[config.mk]
export PLATFORM = sky130hd
export DESIGN_NAME = netirq_agg
export DESIGN_NICKNAME = d
export VERILOG_FILES = /design/src/rtl/netirq_pkg.sv /design/src/rtl/netirq_decode.sv /design/src/rtl/netirq_status.sv /design/src/rtl/netirq_regif.sv /design/src/rtl/netirq_agg.sv
export SDC_FILE = /design/constraint.sdc
export NUM_CORES = 1
export LEC_CHECK = 0
export ABC_AREA = 1
export BUFFER_PORTS_ARGS = -buffer_cell sky130_fd_sc_hd__buf_2
export CAP_MARGIN = 10
export CORE_AREA = 2 2 99 63
export CTS_BUF_LIST = sky130_fd_sc_hd__clkbuf_4 sky130_fd_sc_hd__clkbuf_8
export DETAILED_ROUTE_END_ITERATION = 8
export DIE_AREA = 0 0 101 65
export PLACE_DENSITY = 0.71
export SYNTH_ARGS = -nofsm -noshare
export SYNTH_HDL_FRONTEND = slang
export SYNTH_HIERARCHICAL = 1
export SYNTH_SLANG_ARGS = --single-unit
[constraint.sdc]
create_clock -name clk -period 1 [get_ports clk]
set_clock_uncertainty 0.1 [all_clocks]
set_input_delay 0.2 -clock clk [delete_from_list [all_inputs] [get_ports clk]]
set_output_delay 0.2 -clock clk [all_outputs]
set_load 0.05 [all_outputs]
[src/rtl/netirq_pkg.sv]
package netirq_pkg;

    localparam int unsigned TAB_FIELD_W  = 8;
    localparam int unsigned TAB_MAX_BITS = 256;

    // Extract one 8-bit slot-table field.
    function automatic int unsigned tab_field(input logic [TAB_MAX_BITS-1:0] tab,
                                              input int unsigned idx);
        return 32'(tab[idx*TAB_FIELD_W +: TAB_FIELD_W]);
    endfunction

endpackage

[src/rtl/netirq_decode.sv]
module netirq_decode
    import netirq_pkg::*;
#(
    parameter int unsigned NUM_SLOTS      = 2,
    parameter int unsigned NUM_REGS       = 2,
    parameter int unsigned WORD_W         = 16,
    parameter int unsigned SLOT_W         = 2,
    parameter int unsigned PORT_W         = 5,
    parameter int unsigned PORTS_PER_SLOT = 16,
    parameter logic [NUM_SLOTS*TAB_FIELD_W-1:0] SLOT_REG_TAB = '0,
    parameter logic [NUM_SLOTS*TAB_FIELD_W-1:0] SLOT_OFF_TAB = '0
) (
    input  logic                       vld,
    input  logic [SLOT_W-1:0]          slot,
    input  logic [PORT_W-1:0]          port,
    output logic [NUM_REGS*WORD_W-1:0] mask
);

    localparam int unsigned NW = NUM_REGS * WORD_W;

    logic [NW-1:0] slot_mask [NUM_SLOTS];

    for (genvar s = 0; s < NUM_SLOTS; s++) begin : g_slot
        localparam int unsigned REG_IDX = tab_field(TAB_MAX_BITS'(SLOT_REG_TAB), s);
        localparam int unsigned BIT_OFF = tab_field(TAB_MAX_BITS'(SLOT_OFF_TAB), s);

        if (REG_IDX < NUM_REGS) begin : g_mapped
            always_comb begin
                int pos;
                slot_mask[s] = '0;
                pos = int'(BIT_OFF) + int'(port);
                if (vld && (slot == SLOT_W'(s)) && (int'(port) < int'(PORTS_PER_SLOT))
                    && (pos < int'(WORD_W))) begin
                    slot_mask[s][int'(REG_IDX*WORD_W) + pos] = 1'b1;
                end
            end
        end else begin : g_unmapped
            assign slot_mask[s] = '0;
        end
    end

    always_comb begin
        mask = '0;
        for (int s = 0; s < int'(NUM_SLOTS); s++) begin
            mask = mask | slot_mask[s];
        end
    end

endmodule

[src/rtl/netirq_status.sv]
module netirq_status #(
    parameter int unsigned NUM_REGS = 2,
    parameter int unsigned WORD_W   = 16
) (
    input  logic                       clk,
    input  logic                       rst_n,
    input  logic [NUM_REGS*WORD_W-1:0] set_mask,
    input  logic [NUM_REGS*WORD_W-1:0] clr_mask,
    output logic [NUM_REGS*WORD_W-1:0] words
);

    localparam int unsigned NW = NUM_REGS * WORD_W;

    typedef struct packed {
        logic [NW-1:0] words;
    } st_t;

    st_t st_d, st_q;

    // Active-low: retire raises the bit, raise drops it; raise wins a tie.
    always_comb begin
        st_d       = st_q;
        st_d.words = (st_q.words | clr_mask) & ~set_mask;
    end

    always_ff @(posedge clk) begin
        if (!rst_n) begin
            st_q.words <= '1;
        end else begin
            st_q <= st_d;
        end
    end

    assign words = st_q.words;

    a_r1_reset_idle: assert property (@(posedge clk) disable iff (!rst_n)
        !$past(rst_n) |-> (words == '1));

    a_r7_quiet_hold: assert property (@(posedge clk) disable iff (!rst_n)
        ((set_mask == '0) && (clr_mask == '0)) |=> $stable(words));

    for (genvar r = 0; r < NUM_REGS; r++) begin : g_chk
        a_r2_raise_lands: assert property (@(posedge clk) disable iff (!rst_n)
            (set_mask[r*WORD_W +: WORD_W] != '0) |=>
            ((words[r*WORD_W +: WORD_W] & $past(set_mask[r*WORD_W +: WORD_W])) == '0));

        a_r3_retire_lands: assert property (@(posedge clk) disable iff (!rst_n)
            ((clr_mask[r*WORD_W +: WORD_W] & ~set_mask[r*WORD_W +: WORD_W]) != '0) |=>
            ((~words[r*WORD_W +: WORD_W] &
              $past(clr_mask[r*WORD_W +: WORD_W] & ~set_mask[r*WORD_W +: WORD_W])) == '0));
    end

endmodule

[src/rtl/netirq_regif.sv]
module netirq_regif #(
    parameter int unsigned NUM_REGS   = 2,
    parameter int unsigned WORD_W     = 16,
    parameter int unsigned ADDR_W     = 8,
    parameter int unsigned REG_BASE   = 'h26,
    parameter int unsigned REG_STRIDE = 2
) (
    input  logic                       clk,
    input  logic                       rst_n,
    input  logic [NUM_REGS*WORD_W-1:0] words,
    input  logic                       rd_en,
    input  logic [ADDR_W-1:0]          rd_addr,
    output logic [WORD_W-1:0]          rd_data
);

    typedef struct packed {
        logic [WORD_W-1:0] data;
    } rd_t;

    rd_t rd_d, rd_q;

    always_comb begin
        rd_d = rd_q;
        if (rd_en) begin
            rd_d.data = '0;
            for (int r = 0; r < int'(NUM_REGS); r++) begin
                if (rd_addr == ADDR_W'(REG_BASE + r*REG_STRIDE)) begin
                    rd_d.data = words[r*WORD_W +: WORD_W];
                end
            end
        end
    end

    always_ff @(posedge clk) begin
        if (!rst_n) begin
            rd_q.data <= '0;
        end else begin
            rd_q <= rd_d;
        end
    end

    assign rd_data = rd_q.data;

    a_r6_hold_idle: assert property (@(posedge clk) disable iff (!rst_n)
        !rd_en |=> $stable(rd_data));

    a_r6_first_word: assert property (@(posedge clk) disable iff (!rst_n)
        (rd_en && (rd_addr == ADDR_W'(REG_BASE))) |=> (rd_data == $past(words[WORD_W-1:0])));

endmodule

[src/rtl/netirq_agg.sv]
module netirq_agg
    import netirq_pkg::*;
#(
    parameter int unsigned NUM_SLOTS      = 2,
    parameter int unsigned NUM_REGS       = 2,
    parameter int unsigned WORD_W         = 16,
    parameter int unsigned SLOT_W         = 2,
    parameter int unsigned PORT_W         = 5,
    parameter int unsigned PORTS_PER_SLOT = 16,
    parameter int unsigned ADDR_W         = 8,
    parameter int unsigned REG_BASE       = 'h26,
    parameter int unsigned REG_STRIDE     = 2,
    parameter logic [NUM_SLOTS*TAB_FIELD_W-1:0] SLOT_REG_TAB = {8'd1, 8'd0},
    parameter logic [NUM_SLOTS*TAB_FIELD_W-1:0] SLOT_OFF_TAB = {8'd0, 8'd0}
) (
    input  logic              clk,
    input  logic              rst_n,
    input  logic              set_vld,
    input  logic [SLOT_W-1:0] set_slot,
    input  logic [PORT_W-1:0] set_port,
    input  logic              clr_vld,
    input  logic [SLOT_W-1:0] clr_slot,
    input  logic [PORT_W-1:0] clr_port,
    input  logic              rd_en,
    input  logic [ADDR_W-1:0] rd_addr,
    output logic [WORD_W-1:0] rd_data,
    output logic              irq
);

    localparam int unsigned NW = NUM_REGS * WORD_W;

    logic [NW-1:0]       set_mask, clr_mask, words;
    logic [NUM_REGS-1:0] pend;

    netirq_decode #(
        .NUM_SLOTS(NUM_SLOTS), .NUM_REGS(NUM_REGS), .WORD_W(WORD_W),
        .SLOT_W(SLOT_W), .PORT_W(PORT_W), .PORTS_PER_SLOT(PORTS_PER_SLOT),
        .SLOT_REG_TAB(SLOT_REG_TAB), .SLOT_OFF_TAB(SLOT_OFF_TAB)
    ) u_set_dec (
        .vld(set_vld), .slot(set_slot), .port(set_port), .mask(set_mask)
    );

    netirq_decode #(
        .NUM_SLOTS(NUM_SLOTS), .NUM_REGS(NUM_REGS), .WORD_W(WORD_W),
        .SLOT_W(SLOT_W), .PORT_W(PORT_W), .PORTS_PER_SLOT(PORTS_PER_SLOT),
        .SLOT_REG_TAB(SLOT_REG_TAB), .SLOT_OFF_TAB(SLOT_OFF_TAB)
    ) u_clr_dec (
        .vld(clr_vld), .slot(clr_slot), .port(clr_port), .mask(clr_mask)
    );

    netirq_status #(.NUM_REGS(NUM_REGS), .WORD_W(WORD_W)) u_status (
        .clk(clk), .rst_n(rst_n), .set_mask(set_mask), .clr_mask(clr_mask), .words(words)
    );

    netirq_regif #(
        .NUM_REGS(NUM_REGS), .WORD_W(WORD_W), .ADDR_W(ADDR_W),
        .REG_BASE(REG_BASE), .REG_STRIDE(REG_STRIDE)
    ) u_regif (
        .clk(clk), .rst_n(rst_n), .words(words),
        .rd_en(rd_en), .rd_addr(rd_addr), .rd_data(rd_data)
    );

    for (genvar r = 0; r < NUM_REGS; r++) begin : g_pend
        assign pend[r] = ~&words[r*WORD_W +: WORD_W];
    end

    typedef struct packed {
        logic irq;
    } top_t;

    top_t top_d, top_q;

    always_comb begin
        top_d     = top_q;
        top_d.irq = |pend;
    end

    always_ff @(posedge clk) begin
        if (!rst_n) begin
            top_q.irq <= 1'b0;
        end else begin
            top_q <= top_d;
        end
    end

    assign irq = top_q.irq;

    a_r5_irq_rise: assert property (@(posedge clk) disable iff (!rst_n)
        (words != '1) |=> irq);

    a_r5_irq_fall: assert property (@(posedge clk) disable iff (!rst_n)
        (words == '1) |=> !irq);

    a_r8_stray_slot: assert property (@(posedge clk) disable iff (!rst_n)
        (set_vld && (int'(set_slot) >= int'(NUM_SLOTS)) && !clr_vld) |=> $stable(words));

endmodule

======== Yosys cells after proc, flatten, opt, wreduce, memory -nomap -nowiden ========
Cells that the tools add are included.
storage, ports and cells
  bits in registers ....................... 49
  input bits .............................. 27
  output and inout bits ................... 17
  logic and storage cells ................. 61
cells by class
  $add $sub $neg .......................... 2
  $lt $le $gt $ge ......................... 10
  eq/ne operators ......................... 4
  mux-type cells .......................... 14
  bitwise logic cells ..................... 5
  reductions and logical operators ........ 23
operators with widths
  operator             count
  $mux 32              4
  $or 32x32->32        3
  $ge 32x1->1 const B  2
  $lt 32x7->1 const B  2
  $and 32x32->32       1
  $mux 16              2
  $not 32->32          1
  $reduce_and 16->1    2
  $demux 1 s5          4
  $eq 8x6->1 const B   2
  $logic_and 1x1->1    16
  $add 5x5->6 const A  2
  $lt 5x6->1 const B   2
  $ge 5x1->1 const B   2
  $lt 5x5->1 const B   2
  $eq 2x1->1 const B   2
  $logic_not 2->1      2
  $mux 1               4
  $logic_not 1->1      2
  $reduce_or 2->1      1

======== Logic depth before layout (Yosys ltp) ========
Gate-level depths: netlist (run 1).
  depth in word-level cells ............... 9
  mapped depth ............................ 8
  depth with buffers taken out ............ 8

======== Modules after synthesis ========
Netlist (run 1), hierarchy kept.
modules (own cells, without submodules)
  module                     instances  cells an instance  area each (sq um)  sequential area each (sq um)
  netirq_status              1          131                1074.8             640.6
  netirq_regif               1          151                933.4              320.3
  netirq_decode (u_clr_dec)  1          64                 286.5              0.0
  netirq_decode (u_set_dec)  1          64                 274.0              0.0
  netirq_agg                 1          33                 141.4              20.0

======== Worst setup path before layout (run 1) ========
Ideal clock, no wire load.
  path type ............................... input port to flip-flop
  start ................................... in rd_addr[4]
  end ..................................... reg u_regif.rd_q (netlist bit u_regif/rd_data[3])
  library setup time ...................... 0.056 ns
  arrival ................................. 0.921 ns
  data required time ...................... 0.844 ns
  path slack .............................. -0.077 ns
  stages on the path ...................... 8
  path buffers ............................ 1
  cell sequence ........................... inv_1 -> nand2_1 -> nor2_4 -> buf_2 -> nand3_1 -> nand3_1 -> nand2_1 -> inv_1
on the way
  cells in the longest elaborated chain, start to end .. 3
  elaborated cells between the ends (all ways) .. 4
  classes of those cells .................. eq/ne (2); mux (2)
ends and longest elaborated chain
  what                  RTL line            source
  start, declared       netirq_agg.sv:25    input logic [ADDR_W-1:0] rd_addr,
  $eq 8x6->1            netirq_regif.sv:27  if (rd_addr == ADDR_W'(REG_BASE + r*REG_STRIDE)) begin
  $mux 16               netirq_regif.sv:27
  $mux 16 (*)           netirq_regif.sv:27
  end signal, assigned  netirq_regif.sv:38  rd_q <= rd_d;
  end, declared         netirq_regif.sv:20  rd_t rd_d, rd_q;
Mark *: on every way between the ends. The rest lies on a longest branch, timed or not.
A chain may end at the register's enable or synchronous reset.

======== Worst setup path in the final report (run 1) ========
  start ................................... in set_port[4]
  end ..................................... reg, netlist name u_status/words[27]
on the way
  cells in the longest elaborated chain, start to end .. 9
  elaborated cells between the ends (all ways) .. 21
  classes of those cells .................. add/sub (1); order compare (5); mux (6); bitwise (3); reduce/logical (6)
ends and longest elaborated chain
  what                                                                     RTL line             source
  start, declared                                                          netirq_agg.sv:20     input logic [PORT_W-1:0] set_port,
  $add 5x5->6                                                              netirq_decode.sv:34  slot_mask[s][int'(REG_IDX*WORD_W) + pos] = 1'b1;
  $ge 32x1->1 (implied by the code) / $lt 32x7->1 (equally long branches)  netirq_decode.sv:34
  $logic_and 1x1->1 (implied by the code)                                  netirq_decode.sv:34
  $mux 1 (implied by the code)                                             netirq_decode.sv:34
  $demux 1 s5                                                              --
  $mux 32                                                                  netirq_decode.sv:32  if (vld && (slot == SLOT_W'(s)) && (int'(port) < int'(PORTS_PER_SLOT))
  $or 32x32->32 (*)                                                        netirq_decode.sv:45  mask = mask | slot_mask[s];
  via set_mask[27]                                                         netirq_agg.sv:32     logic [NW-1:0] set_mask, clr_mask, words;
  $not 32->32 (*)                                                          netirq_status.sv:23  st_d.words = (st_q.words | clr_mask) & ~set_mask;
  $and 32x32->32 (*)                                                       netirq_status.sv:23
Mark *: on every way through the listed nets, which the timed path passes. The rest lies on a longest branch.

==> results of run 1 <==
-- Yosys cell counts (all sizes together) --
library cell	instances	share of area, %
nor3	1	0.60
a21oi	1	0.18
clkbuf	3	0.78
o21ai	41	7.6
inv	61	8.4
buf	6	2.1
nor2	133	20
nand3	52	10
nand2	96	14
dfxtp	49	36
-- final cells by class --
class,instances,area [um2],area share [%]
sequential,49,1030,24.0
clock buffer,5,68.8,1.60
clock inverter,1,5.00,0.116
tap,72,90.1,2.09
timing repair buffer,98,983,22.9
multi-input combinational,325,1880,43.6
inverter,61,246,5.73
-- kinds of logic (layout without fill, tap and decap cells) --
family          count (synthesis)  count (layout)  synth area share (%)
compound gates                 42              42                  7.76
buf+inv                        70             165                  11.4
flops                          49              49                  36.2
simple gates                  282             283                  44.7
-- placed cells by master (no fill, tap or decap), types with 18 or more instances in the layout --
| cell | count |
|---|---|
| sky130_fd_sc_hd__nor2_2 | 21 |
| sky130_fd_sc_hd__o21ai_0 | 34 |
| sky130_fd_sc_hd__nand2_2 | 20 |
| sky130_fd_sc_hd__nand2_1 | 71 |
| sky130_fd_sc_hd__nand3_2 | 23 |
| sky130_fd_sc_hd__buf_4 | 40 |
| sky130_fd_sc_hd__inv_1 | 53 |
| sky130_fd_sc_hd__nand3_1 | 18 |
| sky130_fd_sc_hd__dfxtp_2 | 35 |
| sky130_fd_sc_hd__buf_2 | 19 |
| sky130_fd_sc_hd__nor2_1 | 98 |
-- timing repair --
action | 4_1_cts | 5_1_grt
gates resized for setup | 79 | 139
cloned | 0 | 5
hold buffers | 0 | 0
pin swaps | 9 | 41
buffers inserted | 1 | 9
endpoints found under the setup margin | 20 | 66
-- metrics by stage --
step | hold WS, ns | util (%)
2_1_floorplan | 0.169 | -
3_3_place_gp | 0.388 | 57.5
3_5_place_dp | 0.403 | 57.5
4_1_cts | 0.102 | 62.2
5_1_grt | 0.132 | 74.4
6_report | 0.119 | 74.4
-- worst max path at each step --
stage	depth (start not counted)	to	slack (ns)	start
floorplan	8	u_regif/rd_data[13]$_SDFFE_PN0P_	-0.04	rd_addr[2]
global placement	9	u_regif/rd_data[15]$_SDFFE_PN0P_	-0.32	rd_addr[7]
detailed placement	9	u_regif/rd_data[15]$_SDFFE_PN0P_	-0.36	rd_addr[7]
CTS	1	rd_data[6]	-0.11	u_regif/rd_data[6]$_SDFFE_PN0P_
global route	8	u_status/words[27]$_SDFF_PN1_	-0.20	set_port[4]
finish	8	u_status/words[27]$_SDFF_PN1_	-0.20	set_port[4]
-- where the power goes --
group	total (uW)	internal [uW]	switching (uW)
combinational	873	343	530
sequential	2020	1990	28.6
clock	1100	462	638
total	3990	2790	1200
-- layer usage --
metal	share of wire [%]	wire length (um)	track usage (%)
met5	0	0	0
met4	2.1	215	3.72
met3	11	1120	4.42
met2	45	4560	40.2
met1	41	4140	39.8
-- registers in the layout, summed over array words and instances (netlist names) --
signal           cells
u_status/words      32
u_regif/rd_data     16
irq                  1
-- critical path: cells and delay by family --
family                 cells  cell delay, ns
AO/OA/AOI/OAI              1            0.13
buffers and inverters      3            0.31
AND/OR/NAND/NOR            4            0.63
==> results by stage, run 1 <==
Floorplanning:
- The number of I/O pins is 44.
- The area of the core region is 5780 um2.
- The initialized floorplan defines 22 standard-cell rows.
- The total die area is 6570 um2.
- The die is 101 um wide.
- The initial core utilization is 46.9%.
- The floorplan die height is 65 um.

Detailed routing:
- The first-pass detailed-route iteration total is 5.
- The detail-routed net length per standard cell is 16.4 um.
- For this block, the routed nets add up to 10000 um of wire.
- The number of nets with antenna violations after detailed routing is 0.
- After detailed routing, the number of remaining DRC violations is 0.
- The total number of vias is 3360.
- The starting DRC count in detailed routing is 411.
- After detailed routing, the number of vias per cell comes to 5.50.

Setup path:
- On the worst path, the slowest cell contributes a delay of 0.28 ns.
- At the worst endpoint, the required time is 1.07 ns.
- STA classifies the critical path startpoint as an input port.
- The critical path goes through buf_8, nor2_4, buf_12, nand3_4, nor2_2, inv_1, o21ai_0, nand2_1.
- The worst setup path category is in -> reg.
- The startpoint of the worst-slack reg-to-reg timing path is u_status/words[26]$_SDFF_PN1_.
- In this run the register-to-register setup slack is -0.11 ns.
- The maximum fanout count along the critical path is 7.
- The endpoint arrival time on the critical path is 1.26 ns.
- The count of cells along the worst register-to-register path is 5.
- STA classifies the critical path endpoint as a register.
- In this run the critical register-to-register path is captured at irq$_SDFF_PN0_.
- The largest individual stage delay along the critical path comes from the cell sky130_fd_sc_hd__nor2_4.

Yosys:
- The sequential fraction of the synthesis area is 36.2%.
- The synthesized netlist contains 17 unique library cells.
- In this run, synthesis produced a sequential element count of 49.
- The number of warnings issued by yosys is 6.
- The average instance in the mapped netlist occupies 6.12 um2.
- The netlist area before placement is 2710 um2.
- The number of nets produced by synthesis is 470.
- The instance count of the mapped netlist is 443.

Power:
- The peak supply drop is 671 uV.
- Power comes to 3990 uW.
- The analysis attributes to cell leakage a power of 0.00183 uW.
- The total power per unit cell area is 927 nW/um2.

Final layout:
- The layout has 416 filler cells.
- The finished layout holds 611 standard cells, fillers aside.
- 0 antenna diodes ended up in the layout.
- The number of nets in the layout is 567.
- Relative to the synthesized area, the layout overhead comes to 58.7%.
- The fraction of layout instances using a drive strength above 1 is 46.0%.
- Summing all non-filler instances in the final layout gives an area of 4300 um2.

STA:
- The final critical path takes up 120% of the cycle.
- The fmax is 0.835 GHz.
- The number of failing hold endpoints at the final stage is 0.
- The final max-slew violation count came to 0.
- The minimum clock period after layout is 1.20 ns.
- For the pin with the worst max-slew slack, the measured transition is 0.418 ns.
- Setup violations remaining at the end of the flow were counted as 52.
- Setup repair after global routing could not meet its margin everywhere.
- In this run the tightest slew margin relative to its limit is 72.1%.
- Setup slack on the critical path of the routed design comes to -0.197 ns.
- For the final routed database, the setup TNS stands at -3.72 ns.

Global routing:
- The global-route wire length before repair is 13500 um.
- The via count of the first global-routing pass was 2838.
- For this run, the total global-route usage over all layers was measured as 26.4%.
- The number of antenna violations at the first check in global routing is 0.
- Entering global routing, the biggest net connects 36 pins.
- After global routing the overflow that remains totals 0.

Clocking:
- Clock latency on the worst-skew pair, taken at its later pin, is 0.30 ns.
- The worst-case clock buffer depth is 2.
- The H-tree was split into 2 levels.
- The cell sitting at the root of the clock tree is a sky130_fd_sc_hd__clkbuf_8.
- The number of CTS-inserted buffers is 5.
- CTS saw 49 sinks.
- The TritonCTS clock tree is built.
- After clock tree synthesis, the clock-pin slew on the worst setup and hold paths is 0.09 ns.

Worst hold path:
- The worst hold path belongs to the class in -> reg.
- The worst hold path begins at rst_n.
- Along the worst hold path, the cell count comes to 3.
- For hold timing, the worst endpoint is u_regif/rd_data[6]$_SDFFE_PN0P_.

Flow run:
- Max-cap violations in this run came to 0.

Placed design:
- The number of placed instances, taps included is 590.
- Port buffering added 43 buffers.
- OpenSTA, run right after detailed placement, puts the worst setup slack at -0.357 ns.
- At the end of routability-driven placement, the weighted congestion stood at 0.893.
- The placement-stage cell area is 3320 um2.
- The detailed-placement wirelength estimate is 6220 um.

Outcome:
- The flow ran to the end, but the final reports show violations.
- The checks that failed: setup timing.
Note: power is estimated with default switching activity, not from simulation.
==> run 2, diff against run 1 <==
==> constraint.sdc (replaced) <==
create_clock -name clk -period 1 [get_ports clk]
set_clock_uncertainty 0.1 [all_clocks]
set_input_delay 0.15 -clock clk [delete_from_list [all_inputs] [get_ports clk]]
set_output_delay 0.15 -clock clk [all_outputs]
set_load 0.05 [all_outputs]
==> results by stage, run 2 (synthesized netlist as in run 1, its figures left out) <==
Power:
- The peak supply drop is 901 uV (+34%).
- The total power per unit cell area is 1070 nW/um2 (+16%).
- The leakage component of the power is 0.00177 uW (-3.6%).

Global routing:
- The global-route wire length before repair is 13400 um (-0.56%).
- The number of antenna violations at the first check in global routing is 0 (unchanged).
- The via count of the first global-routing pass is 2850 (+0.42%).
- The maximum number of pins on one net before global-route repair is 36 (unchanged).
- The global router's overall resource usage is 26.4% (about the same).
- The total global routing overflow is 0 (unchanged).

STA:
- The final max-slew violation count came to 0 (unchanged).
- The relative slew slack came to 81.4% (+9.3 points).
- The number of endpoints failing setup at the final stage is 18 (-65%).
- The worst-margin pin slew came to 0.278 ns (-0.140 ns).
- The number of failing hold endpoints at the final stage is 0 (unchanged).
- The worst-case setup margin in the final layout is -0.0526 ns (+0.144 ns).
- The total negative slack for setup checks is -0.820 ns (+2.90 ns).
- Setup repair after global routing could not meet its margin everywhere.
- The fmax is 0.950 GHz (+14%).
- The minimum clock period after layout is 1.05 ns (-0.144 ns).
- The share of the cycle needed by the critical path after routing came to 105% (-14 points).

Floorplanning:
- The chip width came to 101 um (unchanged).
- The area of the core region is 5780 um2 (unchanged).
- The cell row count came to 22 (unchanged).
- The total die area was 6570 um2 (unchanged).
- The number of I/O pins is 44 (unchanged).
- The initial core utilization is 46.9% (unchanged).
- The floorplan die height is 65 um (unchanged).

Setup path:
- STA classifies the critical path endpoint as an output pin.
- The maximum fanout count along the critical path is 2 (-5).
- The startpoint type of the worst setup path is a register.
- The endpoint arrival time on the critical path is 0.80 ns (-0.46 ns).
- Among cell families on the critical path, the largest total delay comes from flip-flops.
- The delay of the slowest cell on the worst path is 0.34 ns (+0.06 ns).
- The signal on the critical path passes through buf_6.
- For this design, the slowest cell found on the critical path is sky130_fd_sc_hd__dfxtp_2.
- The number of buffer and inverter stages on the critical path is 1 (-2).
- The required time at the worst-slack endpoint is 0.75 ns (-0.32 ns).
- The worst setup path category is reg -> out.

Clocking:
- In this run the clock root is driven by a sky130_fd_sc_hd__clkbuf_8.
- The clock latency on the worst-skew pair is 0.31 ns (about the same).
- The number of buffers added to fix hold violations after cts is 0 (unchanged).
- TritonCTS built the clock tree.
- The clock-pin slew on the worst setup and hold paths was 0.09 ns (about the same).
- The worst-case clock buffer depth is 2 (unchanged).
- The number of CTS-inserted buffers is 5 (unchanged).
- The number of clock sinks is 49 (unchanged).
- The H-tree depth was 2 (unchanged).

Detailed routing:
- The starting DRC count in detailed routing is 310 (-25%).
- The first-pass detailed-route iteration total is 5 (unchanged).
- The total number of vias is 3087 (-8.1%).
- The final routed DRC violation total came to 0 (unchanged).
- The detail-routed net length per standard cell came to 13.5 um (-18%).
- The routed wire length was 8220 um (-18%).
- The post-detailed-route via-to-cell ratio is 5.06 (-8.0%).
- The number of nets with antenna violations after detailed routing is 0 (unchanged).

Final layout:
- The commonest non-fill, non-tap cell in the layout is sky130_fd_sc_hd__nor2_1.
- The fraction of layout instances using a drive strength above 1 is 34.0% (-12 points).
- In the layout the commonest cells are 111 x sky130_fd_sc_hd__nor2_1, 82 x sky130_fd_sc_hd__nand2_1, 58 x sky130_fd_sc_hd__inv_1.
- The largest register by flop count is u_status/words.
- Compared with the post-synthesis result, the final layout area differs by 41.9%.
- The number of nets in the layout is 565 (-0.35%).
- The cell area after layout is 3840 um2 (-11%).
- The flip-flop count of the largest register after layout is 32 (unchanged).
- The antenna diode count is 0 (unchanged).

Outcome:
- The run finished, with violations left.
- The final reports fail on setup timing.

Placed design:
- The placement-stage cell area is 3350 um2 (+0.94%).
- The placer's final routability congestion estimate was 0.907 (+1.7%).
- The number of input and output port buffers inserted was 43 (unchanged).
- The detailed-placement wirelength estimate is 6130 um (-1.4%).

Flow run:
- The max-capacitance violation count is 0 (unchanged).

Worst hold path:
- The tightest min-delay check is of the in -> reg type.
-- run 2: layout make-up --
class	count	area, um2
timing repair buffer	96	857
tap	72	90.1
fill	501	1940
sequential	49	1020
clock inverter	2	35.0
clock buffer	5	68.8
inverter	61	229
multi-input combinational	325	1550
-- run 2: stage by stage --
step	hold slack, ns	util, %	power (uW)	setup slack [ns]	instances
after CTS	0.0417	62.5	4080	-0.0643	604
after floorplan	0.119	-	2420	-0.00856	443
final	0.0537	66.5	4130	-0.0526	610
after global placement	0.379	58.0	2630	-0.293	595
after detailed placement	0.380	58.0	2650	-0.303	595
after global routing	0.0721	66.5	4300	-0.0885	610
-- run 2: power breakdown --
group | internal [uW] | switching [uW]
Clock | 728 | 674
Sequential | 1990 | 27.2
Combinational | 277 | 433
-- run 2: per-layer routing --
layer / vias up / GRT usage, % / share of wire [%]
li1: 1548 / - / -
met1: 1386 / 38.0 / 46
met2: 144 / 37.9 / 42
met3: 9 / 8.31 / 11
met4: 0 / 6.93 / 1.1
met5: - / 0 / 0
-- run 2: final timing paths --
check	cells past startpoint	to	slack, ns	start
max	1	rd_data[4]	-0.05	u_regif/rd_data[4]$_SDFFE_PN0P_
min	3	u_regif/rd_data[15]$_SDFFE_PN0P_	0.05	rst_n
max reg2reg	5	irq$_SDFF_PN0_	-0.04	u_status/words[0]$_SDFF_PN1_
min reg2reg	2	u_regif/rd_data[4]$_SDFFE_PN0P_	0.42	u_regif/rd_data[4]$_SDFFE_PN0P_
-- run 2: what timing repair did --
item / CTS / global route
gates resized for setup: 52 / 56
endpoints found under the hold margin: 0 / 0
buffers inserted: 2 / 5
endpoints found under the setup margin: 18 / 54
gates cloned: 0 / 1
pin swaps: 2 / 21
==> run 3, diff against run 2 <==
--- a/config.mk
+++ b/config.mk
@@ -5,14 +5,13 @@
 export SDC_FILE = /design/constraint.sdc
 export NUM_CORES = 1
 export LEC_CHECK = 0
-export ABC_AREA = 1
 export BUFFER_PORTS_ARGS = -buffer_cell sky130_fd_sc_hd__buf_2
 export CAP_MARGIN = 10
-export CORE_AREA = 2 2 99 63
+export CORE_AREA = 2 2 92 58
 export CTS_BUF_LIST = sky130_fd_sc_hd__clkbuf_4 sky130_fd_sc_hd__clkbuf_8
 export DETAILED_ROUTE_END_ITERATION = 8
-export DIE_AREA = 0 0 101 65
-export PLACE_DENSITY = 0.71
+export DIE_AREA = 0 0 94 60
+export PLACE_DENSITY = 0.76
 export SYNTH_ARGS = -nofsm -noshare
 export SYNTH_HDL_FRONTEND = slang
 export SYNTH_HIERARCHICAL = 1
==> results by stage, run 3 <==
Outcome:
- The flow ran to the end, but the final reports show violations.
- The final reports fail on setup timing.

Setup path:
- STA classifies the critical path endpoint as a register.
- The count of cells along the worst register-to-register path is 3 (-2).
- The worst setup path is launched from a register.
- The worst setup path is of the reg -> reg kind.
- The required time at the worst-slack endpoint came to 1.08 ns (+0.33 ns).
- In this run the critical register-to-register path is captured at irq$_SDFF_PN0_.
- The startpoint identified for the worst register-to-register timing path is u_status/words[4]$_SDFF_PN1_.
- The maximum fanout count along the critical path is 2 (unchanged).
- The setup slack of the most critical reg-to-reg path is -0.19 ns (-0.15 ns).
- The endpoint arrival time on the critical path is 1.27 ns (+0.47 ns).

STA:
- The relative slew slack is 58.2% (-23 points).
- The final max-slew violation count came to 0 (unchanged).
- The share of the cycle needed by the critical path after routing came to 119% (+14 points).
- The minimum clock period after layout is 1.19 ns (+0.138 ns).
- The number of endpoints failing setup at the final stage came to 55 (+37).
- The worst-margin pin slew is 0.624 ns (+0.345 ns).
- The fmax is 0.840 GHz (-12%).
- The worst-case setup margin in the final layout came to -0.191 ns (-0.138 ns).
- The number of failing hold endpoints at the final stage came to 0 (unchanged).
- The worst-case hold slack is 0.198 ns (+0.144 ns).
- Setup repair after global routing could not meet its margin everywhere.

Placed design:
- The placer's final routability congestion estimate is 0.898 (-1.0%).
- The detailed-placement wirelength estimate is 4740 um (-23%).
- The placement-stage cell area was 3060 um2 (-8.6%).
- The number of placed instances, taps included is 387 (-35%).
- The number of input and output port buffers inserted is 43 (unchanged).

Global routing:
- The via count of the first global-routing pass came to 2313 (-19%).
- The maximum number of pins on one net before global-route repair is 34 (-5.6%).
- The global-route wire length before repair is 12100 um (-9.8%).
- The global router's overall resource usage is 28.7% (+2.3 points).
- The total global routing overflow is 0 (unchanged).
- The number of antenna violations at the first check in global routing is 0 (unchanged).

Clocking:
- The H-tree depth was 2 (unchanged).
- The clock latency on the worst-skew pair was 0.30 ns (about the same).
- The number of CTS-inserted buffers is 5 (unchanged).
- The number of clock sinks is 49 (unchanged).
- The TritonCTS clock tree is built.
- The clock root buffer is sky130_fd_sc_hd__clkbuf_8.
- The clock-pin slew on the worst setup and hold paths came to 0.09 ns (about the same).
- The number of buffers added to fix hold violations after cts came to 0 (unchanged).
- The worst-case clock buffer depth was 2 (unchanged).

Power:
- The total power per unit cell area is 1050 nW/um2 (-1.8%).
- The leakage component of the power was 0.00160 uW (-9.4%).
- The peak supply drop was 511 uV (-43%).

Yosys:
- The most area-hungry cell type in the Yosys netlist is sky130_fd_sc_hd__dfxtp_1.
- The netlist area before placement is 2430 um2 (-10%).
- The instance count of the mapped netlist is 275 (-38%).
- The fraction of post-synthesis cell area in the top cell type by area was 40.4% (+4.2 points).
- The number of flip-flops and latches in the synthesized netlist is 49 (unchanged).
- After synthesis, the cell types taking the most area are sky130_fd_sc_hd__dfxtp_1 40%, sky130_fd_sc_hd__nor3_1 9.1%, sky130_fd_sc_hd__nor3_2 8.2%.
- The number of unique standard cell types used by synthesis is 31 (+14).
- Sorting the synthesized cells by how often they occur yields 49 x sky130_fd_sc_hd__dfxtp_1, 44 x sky130_fd_sc_hd__nor3_1, 32 x sky130_fd_sc_hd__nor2_1, 32 x sky130_fd_sc_hd__o21ai_0, 22 x sky130_fd_sc_hd__a22o_1.
- The post-synthesis area per instance is 8.84 um2 (+44%).
- Yosys instantiated no cell more often than sky130_fd_sc_hd__dfxtp_1.
- In the synthesized netlist the dominant register cell turns out to be sky130_fd_sc_hd__dfxtp_1.
- The number of flops mapped to enable cells by yosys is 0 (unchanged).
- The sequential fraction of the synthesis area is 40.4% (+4.2 points).
- The number of nets produced by synthesis is 302 (-36%).
- The number of warnings issued by yosys came to 6 (unchanged).
- The fraction of synthesis flops using an asynchronous set or reset pin is 0% (unchanged).

Detailed routing:
- The routed wire length came to 8020 um (-2.4%).
- The detail-routed net length per standard cell came to 19.7 um (+46%).
- The final routed DRC violation total is 0 (unchanged).
- The number of nets with antenna violations after detailed routing is 0 (unchanged).
- The starting DRC count in detailed routing is 235 (-24%).
- The post-detailed-route via-to-cell ratio is 6.05 (+20%).
- The total number of vias is 2464 (-20%).
- The first-pass detailed-route iteration total is 5 (unchanged).

Floorplanning:
- The chip width is 94 um (-6.9%).
- The number of I/O pins is 44 (unchanged).
- The floorplan die height is 60 um (-7.7%).
- The initial core utilization came to 49.8% (+2.9 points).
- The total die area is 5640 um2 (-14%).
- The area of the core region is 4880 um2 (-16%).
- The cell row count is 20 (-9.1%).

Final layout:
- The flip-flop count of the largest register after layout is 32 (unchanged).
- The fraction of layout instances using a drive strength above 1 is 63.0% (+29 points).
- The commonest non-fill, non-tap cell in the layout is sky130_fd_sc_hd__nor3_2.
- The cell area after layout came to 3840 um2 (-0.23%).
- The multi-input combinational cell area is 1710 um2 (+10%).
- Ranked by flip-flop count, first place goes to u_status/words.
- The antenna diode count is 0 (unchanged).
- The filler-free cell count of the finished design is 407 (-33%).
- Compared with the post-synthesis result, the final layout area differs by 57.9%.
- The library cells used most frequently in the layout, excluding fill and tap cells, are 40 x sky130_fd_sc_hd__nor3_2, 32 x sky130_fd_sc_hd__nor2_1, 30 x sky130_fd_sc_hd__o21ai_1.
- The storage element area is 1020 um2 (+0.49%).
- The final cell utilization of the core is 78.6% (+12 points).
- The number of nets in the layout is 367 (-35%).
- The filler cell count was 299 (-40%).

Flow run:
- The max-capacitance violation count is 0 (unchanged).

Worst hold path:
- The worst hold path terminates at u_regif/rd_data[10]$_SDFFE_PN0P_.
- The beginning of the worst hold path is rd_en.
- The number of stages on the worst hold path was 3 (unchanged).
- In this run the worst hold path is classified as in -> reg.
## run 3: changes by cell type in the layout (fill, tap and decap cells not counted), moves of 40 or more
cell and delta:
sky130_fd_sc_hd__o21ai_0 -41, sky130_fd_sc_hd__nor3_2 +40, sky130_fd_sc_hd__nand2_1 -79, sky130_fd_sc_hd__nor2_1 -79, sky130_fd_sc_hd__inv_1 -58, sky130_fd_sc_hd__nand3_1 -41
## run 3: layer usage
metal	vias to the layer above	track usage [%]	routed length [um]
met5	-	0	0
met4	0	7.66	142
met3	18	6.94	697
met2	124	45.9	3710
met1	1173	39.3	3470
li1	1149	-	-
## run 3: area by class of cell
class | count | share of cell area [%]
sequential | 49 | 26.6
clock inverter | 1 | 0.783
timing repair buffer | 86 | 23.6
tap | 66 | 2.15
clock buffer | 7 | 2.35
multi-input combinational | 198 | 44.5
## run 3: cells by family after synthesis
logic type / synth area share, %
compound gates: 18.9
buf+inv: 7.16
simple gates: 33.5
flops: 40.4
## run 3: power by group
group	internal (uW)	switching, uW	leakage [uW]	total (uW)
registers	1950	5.66	0.000399	1960
clock network	843	648	0.0000619	1490
logic	251	346	0.00114	598
total	3050	1000	0.00160	4050
## run 3: how the worst max path moves through the flow
| stage | startpoint | to | slack [ns] | cells after the start |
|---|---|---|---|---|
| 2_1_floorplan | rd_addr[0] | u_regif/rd_data[0]$_SDFFE_PN0P_ | -0.40 | 4 |
| 3_3_place_gp | rst_n | u_regif/rd_data[4]$_SDFFE_PN0P_ | -0.50 | 3 |
| 3_5_place_dp | rd_addr[1] | u_regif/rd_data[5]$_SDFFE_PN0P_ | -0.52 | 4 |
| 4_1_cts | u_status/words[9]$_SDFF_PN1_ | irq$_SDFF_PN0_ | -0.15 | 3 |
| 5_1_grt | u_status/words[4]$_SDFF_PN1_ | irq$_SDFF_PN0_ | -0.24 | 3 |
| 6_report | u_status/words[4]$_SDFF_PN1_ | irq$_SDFF_PN0_ | -0.19 | 3 |
## run 3: worst max-delay path, cell delays in order, from the launching register on
cell and delay (ns):
sky130_fd_sc_hd__dfxtp_2 0.36, sky130_fd_sc_hd__nand4_1 0.13, sky130_fd_sc_hd__nor4_2 0.34, sky130_fd_sc_hd__a21boi_1 0.14
## run 3: stage by stage
step           power (uW)  setup TNS (ns)  worst slack, ns
2_1_floorplan        2310          -12.39           -0.397
6_report             4050           -5.42           -0.191
3_3_place_gp         2460          -20.12           -0.498
5_1_grt              4180           -6.95           -0.236
3_5_place_dp         2460          -21.25           -0.525
4_1_cts              3970           -4.73           -0.146
## run 3: what timing repair did
action / in CTS / in global routing
pin swaps: 17 / 25
gates resized for setup: 89 / 57
setup buffers: 8 / 2
setup endpoints to repair: 58 / 63
cloned: 1 / 1
